<file path="src/rtl/bitclk_divider.sv">
module bitclk_divider #(
  parameter int DIV_W       = 12,
  parameter int SYNC_STAGES = 2
) (
  input  logic             clk,
  input  logic             rst_n,
  input  logic [DIV_W-1:0] div_val,
  input  logic             ext_dir,
  input  logic             if_en,
  input  logic             pin_in,
  output logic             bclk,
  output logic             pin_out,
  output logic             pin_oe,
  output logic             pin_own,
  output logic             rise_pulse,
  output logic             fall_pulse
);

  localparam int SYNC_TOP = SYNC_STAGES - 1;

  logic [DIV_W-1:0]       cnt;
  logic [DIV_W-1:0]       div_q;
  logic                   int_clk;
  logic [SYNC_STAGES-1:0] sync_q;
  logic                   sel_prev;

  wire gen_on = |div_val;
  wire reload = div_val != div_q;
  wire active = ext_dir | gen_on;

  always_ff @(posedge clk or negedge rst_n) begin
    if (!rst_n) begin
      cnt     <= '0;
      div_q   <= '0;
      int_clk <= 1'b0;
    end else begin
      div_q <= div_val;
      if (!gen_on) begin
        cnt     <= '0;
        int_clk <= 1'b0;
      end else if (reload || cnt == '0) begin
        cnt <= div_val;
        if (!reload) int_clk <= ~int_clk;
      end else begin
        cnt <= cnt - 1'b1;
      end
    end
  end

  always_ff @(posedge clk or negedge rst_n) begin
    if (!rst_n) begin
      sync_q   <= '0;
      sel_prev <= 1'b0;
    end else begin
      sync_q   <= {sync_q[SYNC_TOP-1:0], pin_in};
      sel_prev <= bclk;
    end
  end

  assign bclk       = ext_dir ? sync_q[SYNC_TOP] : int_clk;
  assign pin_out    = int_clk;
  assign pin_oe     = ~ext_dir & gen_on;
  assign pin_own    = if_en | gen_on;
  assign rise_pulse = active & bclk & ~sel_prev;
  assign fall_pulse = active & ~bclk & sel_prev;

  p_off_low_r2: assert property (@(posedge clk) disable iff (!rst_n)
    (div_val == '0) |=> !pin_out);

  p_hold_r3: assert property (@(posedge clk) disable iff (!rst_n)
    (gen_on && !reload && cnt != '0) |=> $stable(pin_out));

  p_toggle_r3: assert property (@(posedge clk) disable iff (!rst_n)
    (gen_on && !reload && cnt == '0) |=> (pin_out != $past(pin_out)));

  p_reload_r4: assert property (@(posedge clk) disable iff (!rst_n)
    (gen_on && reload) |=> $stable(pin_out));

  p_own_r7: assert property (@(posedge clk) disable iff (!rst_n)
    pin_oe |-> pin_own);

  p_excl_r8: assert property (@(posedge clk) disable iff (!rst_n)
    !(rise_pulse && fall_pulse));

  p_rise_r8: assert property (@(posedge clk) disable iff (!rst_n)
    rise_pulse |-> (bclk && !sel_prev));

  p_quiet_r9: assert property (@(posedge clk) disable iff (!rst_n)
    (!ext_dir && div_val == '0 && $past(div_val == '0)) |-> !(rise_pulse || fall_pulse));

endmodule

</file>
<file path="config.mk">
export PLATFORM = sky130hd
export DESIGN_NAME = bitclk_divider
export DESIGN_NICKNAME = d
export VERILOG_FILES = /design/src/rtl/bitclk_divider.sv
export SDC_FILE = /design/constraint.sdc
export NUM_CORES = 1
export LEC_CHECK = 0
export ABC_AREA = 1
export CAP_MARGIN = 20
export CORE_UTILIZATION = 45
export DETAILED_ROUTE_END_ITERATION = 12
export GPL_ROUTABILITY_DRIVEN = 0
export PLACE_DENSITY = 0.67
export SKIP_CTS_REPAIR_TIMING = 1
export SLEW_MARGIN = 20
export SYNTH_ARGS = -nofsm -noshare
export SYNTH_HDL_FRONTEND = slang
export SYNTH_SLANG_ARGS = --single-unit
</file>
<file path="constraint.sdc">
create_clock -name clk -period 2.6 [get_ports clk]
set_input_delay 0.52 -clock clk [delete_from_list [all_inputs] [get_ports clk]]
set_output_delay 0.52 -clock clk [all_outputs]
set_load 0.02 [all_outputs]
</file>
# Word-level counts from Yosys, hierarchy flattened
# Index checks and enable logic that the tools add are counted.
dict set report totals {
  regBits 28
  in_bits 17
  out_inout_bits 6
  wordCells 30
}
dict set report op_classes {
  addsub 1
  eq_ne 3
  mux 6
  n_bitwise 11
  n_reduce_logical 4
}
# operator count
set op_table {}
lappend op_table {{two-way mux 12 bit} 2}
lappend op_table {{zero test 12 bit} 1}
lappend op_table {{!= test 12 bit} 1}
lappend op_table {{OR reduction 12 bit} 1}
lappend op_table {{subtractor 12 x 1 -> 12 bit (second input constant)} 1}
lappend op_table {{bitwise AND 1 bit} 5}
lappend op_table {{two-way mux 1 bit} 4}
lappend op_table {{inverter 1 bit} 4}
lappend op_table {{!= test 2 x 1 -> 1 bit (second input constant)} 1}
lappend op_table {{!= test 2 bit (second input constant)} 1}
lappend op_table {{OR 1 bit} 2}
lappend op_table {{AND reduction 2 bit} 1}
lappend op_table {{logical OR 1 bit} 1}

# Logic depth before layout (Yosys ltp)
dict set report depth {
  depth_word 4
  ltp_mapped 11
  mapped_depth_nobuf 11
}

# Least setup slack after synthesis
# No wires, ideal clock.
dict set report synth_path {
  path_type {input to output}
  startpoint {in div_val[6]}
  endpoint {out pin_own}
  arrival_time_ps 1279
  t_required_ps 2080
  slack_ps 801
  path_stages 5
  n_path_buf 0
  path_cell_list {nor2_1 > nand3_1 > nor3_2 > inv_2 > or2_1}
}
dict set report synth_between {
  elab_chain_len 2
}
# element line_no
set synth_lines {}
lappend synth_lines {{from (decl)} 7} ;# input logic [DIV_W-1:0] div_val,
lappend synth_lines {{OR reduction 12 bit} 27} ;# wire gen_on = |div_val;
lappend synth_lines {{OR 1 bit} 63} ;# assign pin_own = if_en | gen_on;
lappend synth_lines {{to (decl)} 14} ;# output logic pin_own,
# No other way between the ends.

# Final worst setup path
dict set report layout_path {
  startpoint {in div_val[1]}
  endpoint {out pin_own}
}
# The elaborated chain is that of the path after synthesis.

==> run metrics <==
outcome completed; DR vias 1,586; top cells by area, synth dfrtp_1 40%, nand2_1 17%, nor2_1 9.6%; GRT Util Overall 20.92%; most used cells in the layout excluding fill and tap cells 80 x nand2_1, 45 x nor2_1, 31 x inv_1; commonest non-fill, non-tap cell in the layout nand2_1; pwr dens 399.2 nW/um^2; Area Growth Syn to Fin 27.16%; Seq cells post-synth 28; antenna viol nets, final 0; leading area contributor after synthesis dfrtp_1; startpoint types primary input; fin worst setup slack 0.1894 ns; top-area cell type share of the netlist area 40.03%; Largest stage delay, worst path 0.43 ns; period utilization 92.71%; Syn Nets 273; clk root buf clkbuf_8; starting density of the core 47.46%; vias in the first global route 1,487; Final min period 2.411 ns; core area about 3700 um^2; DRT Wirelength 3693 um; initial antenna violation count 0; Most Frequent Cell on Critical Path inv_2; Port-buffer cells 22; Mean Syn Cell Area 6.891 um^2; worst skew pair latency roughly 0.28 ns; max cap viols 0; Distinct cells, synth 23; DR WL/cell about 11 um; Req. time, crit path 2.08 ns; drt pass-1 iters 4; total gr overflow 0; Die Ht 64.37 um; Data arrival, critical path 1.89 ns; Nets 319; placed cell count 343; row count 22; IO Pins 23; total CTS buffers 3; peak supply drop 310.9 uV; Worst R2R Setup Slack ~0.9 ns; CTS clk-pin slew, worst paths 0.09 ns; sequential element share of the synthesized area 40.03%; final hold viol count 0; # diodes 0; crit-path cells clkdlybuf4s50_1 > inv_2 > nand4_1 > nor3_4 > inv_2 > or2_1 > dlymetal6s2s_1; Slew Limit Fails 0; crit path capture type output pin; Die Width roughly 64 um; largest net degree at the start of global routing 29; LEAKAGE 1.230 nW; Longest Clk Path Bufs 2; Non-Filler Instances ~350; worst hold path type register to register; CTS tree built; Syn Inst Count 254; initial DRC count 44; Die Footprint 4144 um^2; worst clock skew approximately 0.0047 ns; Post-Syn Area 1750 um^2; H-tree depth 1; DR DRC count 0; Ys Warns 0; crit path kind primary input to output pin; RSZ-0062 raised after global routing no; DP HPWL 2841 um; first-pass GRT wire length ~6600 um; Place WS -0.2053 ns; worst-margin pin slew 0.3790 ns; layout cells sized above 1 between 10% and 20%; Crit Path Max Fanout 3; slowest CP cell clkdlybuf4s50_1; Fmax 0.4148 GHz; Slew HR between 70% and 80%; Via density between 4 and 5; clock sinks 28; Finish-stage setup viols 0
-- logic make-up (layout without fill, tap and decap cells) --
family,Yosys count,in the layout,share of synthesized area [%]
AND/OR/NAND/NOR,168,168,41.96
flip-flops,28,28,40.03
adder cells (fa/ha/maj),2,2,1.429
XOR/XNOR,11,11,5.504
AO/OA/AOI/OAI,2,2,0.7861
buffers and inverters,43,87,10.29
-- report_power, final --
part           total, W  internal [W]  switching [W]  leakage, nW
combinational  0.000171     0.0000827      0.0000883        0.879
sequential     0.000473      0.000457      0.0000166        0.329
clock          0.000244      0.000104       0.000140       0.0216
-- cell usage after synthesis (all sizes together) --
cell	number
nand2	82
inv	38
nand4	3
clkinv	2
ha	2
o21ai	1
xor2	5
nor2	54
a21oi	1
nor3	5
buf	3
xnor2	6
dfrtp	28
nand3	22
or2	2
-- critical path: cells and delay by family --
family | cells | cell delay (ns)
AND/OR/NAND/NOR | 3 | 0.61
buffers and inverters | 4 | 0.76
-- metrics by stage --
stage	cell area (um^2)	util [%]	power (W)	setup TNS [ns]	hold WS [ns]
2_1_floorplan	1750	-	0.0005642	0	0.2244
3_3_place_gp	2166	58.72	0.0006520	-0.5432	0.3330
3_5_place_dp	2166	58.72	0.0006550	-0.6411	0.3365
4_1_cts	2207	59.84	0.0008938	-0.6428	0.3584
5_1_grt	2226	60.35	0.0009355	0	0.3815
6_report	2226	60.35	0.0008885	0	0.3635
-- worst paths after layout --
kind / depth (start not counted) / endpoint / startpoint
min in group asynchronous: 2 / sel_prev / rst_n
hold reg to reg: 0 / sync_q[1] / sync_q[0]
hold / removal: 0 / sync_q[1] / sync_q[0]
max in group asynchronous: 2 / pin_out / rst_n
setup / recovery: 7 / pin_own / div_val[1]
setup reg to reg: 9 / cnt[8] / cnt[0]
-- cell type report --
cell class,instances,area [um^2]
Fill cell,368,1463
Tap cell,48,60.06
Multi-Input combinational cell,183,875.8
Sequential cell,28,700.7
Inverter,40,150.1
Clock buffer,3,41.29
Timing Repair Buffer,44,397.9
-- metal layers --
metal	track usage, %	share of wire, %
met1	30.08	52
met3	2.321	1.4
met4	10.83	1.7
met5	0	0
met2	30.66	45
-- flip-flops by register name (all words and copies together) (netlist names) --
signal    count
cnt          12
div_q        12
sync_q        2
pin_out       1
sel_prev      1
No activity file was read; power rests on OpenSTA's default activity.
